===== src/rtl/spi_fc_pkg.sv =====
package spi_fc_pkg;

    // Outcome of judging one completed frame
    typedef enum logic [1:0] {
        VERDICT_DROP  = 2'd0,
        VERDICT_WRITE = 2'd1,
        VERDICT_SLIP  = 2'd2,
        VERDICT_CRC   = 2'd3
    } verdict_e;

endpackage


===== src/rtl/spi_fc_judge.sv =====
// Decides what a finished frame becomes and registers the results.
module spi_fc_judge
    import spi_fc_pkg::*;
#(
    parameter int DEV_W  = 2,
    parameter int REG_W  = 5,
    parameter int DATA_W = 16,
    parameter int CRC_W  = 8,
    parameter int CNT_W  = 7,
    localparam int PAYLOAD_W = 1 + DEV_W + REG_W + DATA_W,
    localparam int FRAME_W   = PAYLOAD_W + CRC_W
) (
    input  logic               clk,
    input  logic               rst_n,
    input  logic               frame_end,
    input  logic               crc_en,
    input  logic [DEV_W-1:0]   dev_pins,
    input  logic [FRAME_W-1:0] shift_q,
    input  logic [CNT_W-1:0]   count_q,
    input  logic [CRC_W-1:0]   rem_q,
    output logic               wr_strobe,
    output logic [REG_W-1:0]   wr_reg,
    output logic [DATA_W-1:0]  wr_data,
    output logic               slip_err,
    output logic               crc_err
);
    typedef struct packed {
        logic              strobe;
        logic [REG_W-1:0]  reg_a;
        logic [DATA_W-1:0] data;
        logic              slip;
        logic              crc;
    } out_t;

    out_t o_d, o_q;

    logic [PAYLOAD_W-1:0] payload;
    logic [CNT_W-1:0]     want_len;
    logic                 len_ok, slip_ok, crc_ok, addr_ok;
    verdict_e             verdict;

    always_comb begin
        payload  = crc_en ? shift_q[FRAME_W-1:CRC_W] : shift_q[PAYLOAD_W-1:0];
        want_len = crc_en ? CNT_W'(FRAME_W) : CNT_W'(PAYLOAD_W);
        len_ok   = (count_q == want_len);
        slip_ok  = payload[PAYLOAD_W-1] != payload[PAYLOAD_W-2];
        crc_ok   = !crc_en || (rem_q == '0);
        addr_ok  = payload[PAYLOAD_W-2 -: DEV_W] == dev_pins;

        if (!len_ok)       verdict = VERDICT_DROP;
        else if (!slip_ok) verdict = VERDICT_SLIP;
        else if (!crc_ok)  verdict = VERDICT_CRC;
        else if (!addr_ok) verdict = VERDICT_DROP;
        else               verdict = VERDICT_WRITE;

        o_d        = o_q;
        o_d.strobe = 1'b0;
        o_d.slip   = 1'b0;
        o_d.crc    = 1'b0;
        if (frame_end) begin
            unique case (verdict)
                VERDICT_WRITE: begin
                    o_d.strobe = 1'b1;
                    o_d.reg_a  = payload[DATA_W +: REG_W];
                    o_d.data   = payload[DATA_W-1:0];
                end
                VERDICT_SLIP:  o_d.slip = 1'b1;
                VERDICT_CRC:   o_d.crc  = 1'b1;
                default:       ;
            endcase
        end
    end

    always_ff @(posedge clk or negedge rst_n) begin
        if (!rst_n) o_q <= '0;
        else        o_q <= o_d;
    end

    assign wr_strobe = o_q.strobe;
    assign wr_reg    = o_q.reg_a;
    assign wr_data   = o_q.data;
    assign slip_err  = o_q.slip;
    assign crc_err   = o_q.crc;

endmodule


===== config.mk =====
export PLATFORM = sky130hd
export DESIGN_NAME = spi_fc_judge
export DESIGN_NICKNAME = d
export VERILOG_FILES = /design/src/rtl/spi_fc_pkg.sv /design/src/rtl/spi_fc_judge.sv
export SDC_FILE = /design/constraint.sdc
export NUM_CORES = 1
export LEC_CHECK = 0
export BUFFER_PORTS_ARGS = -buffer_cell sky130_fd_sc_hd__buf_2
export CORE_AREA = 2 2 65 67
export DETAILED_ROUTE_END_ITERATION = 6
export DIE_AREA = 0 0 67 69
export PLACE_DENSITY = 0.65
export SLEW_MARGIN = 5
export SYNTH_ARGS = -nofsm -noshare
export SYNTH_HDL_FRONTEND = slang
export SYNTH_SLANG_ARGS = --single-unit

===== constraint.sdc =====
create_clock -name clk -period 0.86 [get_ports clk]
set_input_delay 0.129 -clock clk [delete_from_list [all_inputs] [get_ports clk]]
set_output_delay 0.129 -clock clk [all_outputs]
set_load 0.02 [all_outputs]

==> key figures <==
STA
  • Worst setup slack after layout: -0.5632 ns
  • Tcrit/Tclk final: 165.5%
  • Tmin final: 1.423 ns
  • Final hold violations: 0
  • Clk_skew: 0 ns
  • Slew headroom: 62.67%
  • Slew Viols, Final: 0
  • Hold WS: 0.2212 ns
  • Setup violators final: 47
  • Worst Tran Pin Value: 0.5600 ns
  • Fmax: 0.7026 GHz
  • RSZ-0062 raised after global routing: yes

Clock network
  • CTS Buf Count: 3
  • Root Driver: clkbuf_8
  • Clk sinks: 24
  • Clock transition at path regs: 0.09 ns
  • H-tree depth: 1
  • Longest Clk Path Bufs: 2
  • Worst-Skew Late Latency: 0.26 ns
  • CTS tree: built

Routing
  • Post-route DRC: 0
  • 1st-iter DRT viols: 23
  • DR vias/cell: 4.685
  • Remaining antenna violation count: 0
  • Drt pass-1 iters: 2
  • Total Routed Length: 3390 um
  • WL/cell: 14.07 um
  • Via Count: 1129

Critical path
  • Crit Path Class: primary input to flip-flop
  • Crit-path max cell delay: 0.54 ns
  • Worst-path cell chain: buf_6 -> or4_4 -> o21ai_4 -> nand4b_4 -> buf_12 -> mux2_4
  • CP top delay family: simple AND/OR/NAND/NOR gates
  • WP buf/inv: 2
  • Worst setup EP type: flip-flop
  • Critical Path RT: 1.01 ns
  • CP max stage cell: or4_4
  • Startpoint Class: primary input
  • Critical path peak fanout: 22
  • Worst path arrival time: 1.57 ns

Floorplanning
  • Die W: 67 um
  • # rows: 23
  • Die Span Y: 69 um
  • Starting density of the core: 34.34%
  • Die area: 4623 sq um
  • Core Region: 3914 sq um
  • IO Pins: 77

Power
  • Switching share of total power: 21.12%
  • Sequential power share: 44.7%
  • Psw: 540.9 uW
  • Clock network fraction of total power: 38.1%
  • VDD IR max: 0.6189 mV
  • Leak pwr: 0.001224 uW
  • PD cells: 1147 nW/um^2
  • Proportion of power drawn by combinational gates: 17.1%
  • Power Internal: 2020 uW

Synthesis
  • Netlist Area Pre-Place: 1344 sq um
  • Area share of the largest cell type after synthesis: 44.69%
  • Top cells by area, synth: dfrtp_1 45%, mux2_4 21%, mux2_2 19%
  • Syn nets: 144
  • Cells after synthesis: 91
  • Synth cell types: 21
  • Yosys reg bits: 24
  • Leading area contributor after synthesis: dfrtp_1
  • Warnings from Yosys: 0
  • Syn Area/Cell: 14.77 sq um
  • Register area share after synthesis: 44.69%

Finish
  • Flip-flop count of the largest register after layout: 16
  • Ant. Diodes: 0
  • Area delta synth->final: 66.20%
  • Post-layout net count: 245
  • Area occupied by multi-input gates: 755.7 sq um
  • Fillers: 338
  • Register area: 600.6 sq um
  • Layout cell share with drive strength beyond 1: 81.68%

Run status
  • Violated checks: negative setup slack
  • Status: finished with violations

GRT
  • First-pass GRT wire length: 5313 um
  • Largest net degree at the start of global routing: 25
  • GRT Overall Usage: 14.76%
  • GRT overflow: 0
  • Initial antenna violation count: 0
  • Vias in the first global route: 1232

Hold path
  • Hold Path Class: primary input to flip-flop

Job
  • MaxCap Viol Count: 0

Placed design
  • RePlAce Congestion: 0.7216
  • DP Wirelength: 2549 um
  • I/O Buffers: 76
  • Placement Setup Slack: -0.8557 ns
[layout by cell type (no fill, tap or decap)]
| cell type | count |
|---|---|
| buf_12 | 1 |
| buf_2 | 51 |
| buf_4 | 23 |
| buf_6 | 25 |
| bufinv_16 | 1 |
| clkbuf_8 | 3 |
| dfrtp_1 | 24 |
| dlygate4sd3_1 | 1 |
| inv_2 | 1 |
| mux2_2 | 23 |
| mux2_4 | 19 |
| mux2i_1 | 2 |
| nand2_1 | 1 |
| nand4b_4 | 1 |
| nor2_1 | 2 |
| nor3b_2 | 1 |
| nor4_2 | 1 |
| nor4bb_2 | 1 |
| nor4bb_4 | 1 |
| o211ai_1 | 1 |
| o21ai_2 | 1 |
| o21ai_4 | 1 |
| or4_4 | 2 |
| xnor2_1 | 3 |
| xor2_1 | 1 |
[cells in the mapped netlist]
cell type,number
nand4b_4,1
dfrtp_1,24
buf_2,1
o21ai_1,1
o211ai_1,1
buf_1,1
nor2_1,2
nand2_1,1
o21ai_2,1
inv_1,1
or4_1,2
mux2i_1,2
mux2_4,19
buf_6,2
xor2_1,1
nor4bb_1,2
clkbuf_1,1
mux2_2,23
nor4_1,1
xnor2_1,3
nor3b_1,1
[final cells by class]
type | instances | area share, %
clock buffers | 3 | 1.849
clock inverters | 1 | 1.345
inverters | 1 | 0.1681
multi-input cells | 61 | 33.84
flip-flops and latches | 24 | 26.89
well taps | 50 | 2.801
repair buffers | 101 | 33.11
[power by group through the flow]
stage | logic (uW) | clock network [uW] | registers (uW)
5_1_grt | 476 | 1070 | 1150
6_report | 439 | 977 | 1150
4_1_cts | 427 | 1010 | 1150
2_1_floorplan | 178 | 0 | 1180
3_3_place_gp | 376 | 0 | 1160
3_5_place_dp | 394 | 0 | 1170
[kinds of logic (layout without fill, tap and decap cells)]
kind of cell | count (synthesis) | count (layout) | synth area share (%)
compound gates | 3 | 3 | 1.583
xor+xnor | 4 | 4 | 2.608
flops | 24 | 24 | 44.69
simple gates | 10 | 10 | 6.238
buf+inv | 6 | 106 | 2.885
mux | 44 | 44 | 41.99
[path summary, 6_finish.rpt]
check                             from     endpoint  slack, ns  depth (start not counted)
setup / recovery              rem_q[1]    wr_reg[0]      -0.56                          6
hold / removal              shift_q[5]   wr_data[5]       0.22                          3
setup reg to reg            wr_data[1]   wr_data[1]      -0.05                          2
hold reg to reg            wr_data[12]  wr_data[12]       0.55                          1
max in group asynchronous        rst_n    wr_reg[0]       0.10                          2
min in group asynchronous        rst_n  wr_data[12]       0.39                          2
[worst register-to-register path, delay by kind of cell, from the launching register on]
kind / cells / cell delay (ns)
flops: 1 / 0.41
mux: 1 / 0.25
buf+inv: 1 / 0.14
[metal layers]
metal | part of all wire (%) | global-route usage [%] | up-vias | routed length (um)
met5 | 0 | 0 | - | 0
met4 | 1.2 | 4.762 | 0 | 40
met3 | 6.9 | 3.100 | 4 | 234
met2 | 57 | 27.72 | 46 | 1929
met1 | 35 | 15.73 | 541 | 1185
li1 | - | - | 538 | -
[stage by stage]
stage,total power [uW],area (sq um),cells,utilization [%],TNS (ns)
3_3_place_gp,1541,1832,219,46.80,-18.12
3_5_place_dp,1559,1832,219,46.80,-18.91
4_1_cts,2578,2153,233,55.02,-13.60
5_1_grt,2697,2233,241,57.07,-14.85
6_report,2561,2233,241,57.07,-13.59
2_1_floorplan,1356,1368,91,-,-15.39
[what timing repair did]
action	4_1_cts	5_1_grt
gates resized for setup	52	3
hold buffers	1	0
setup buffers	9	8
endpoints found under the setup margin	47	47
endpoints found under the hold margin	24	0
Note: power is estimated with default switching activity, not from simulation.
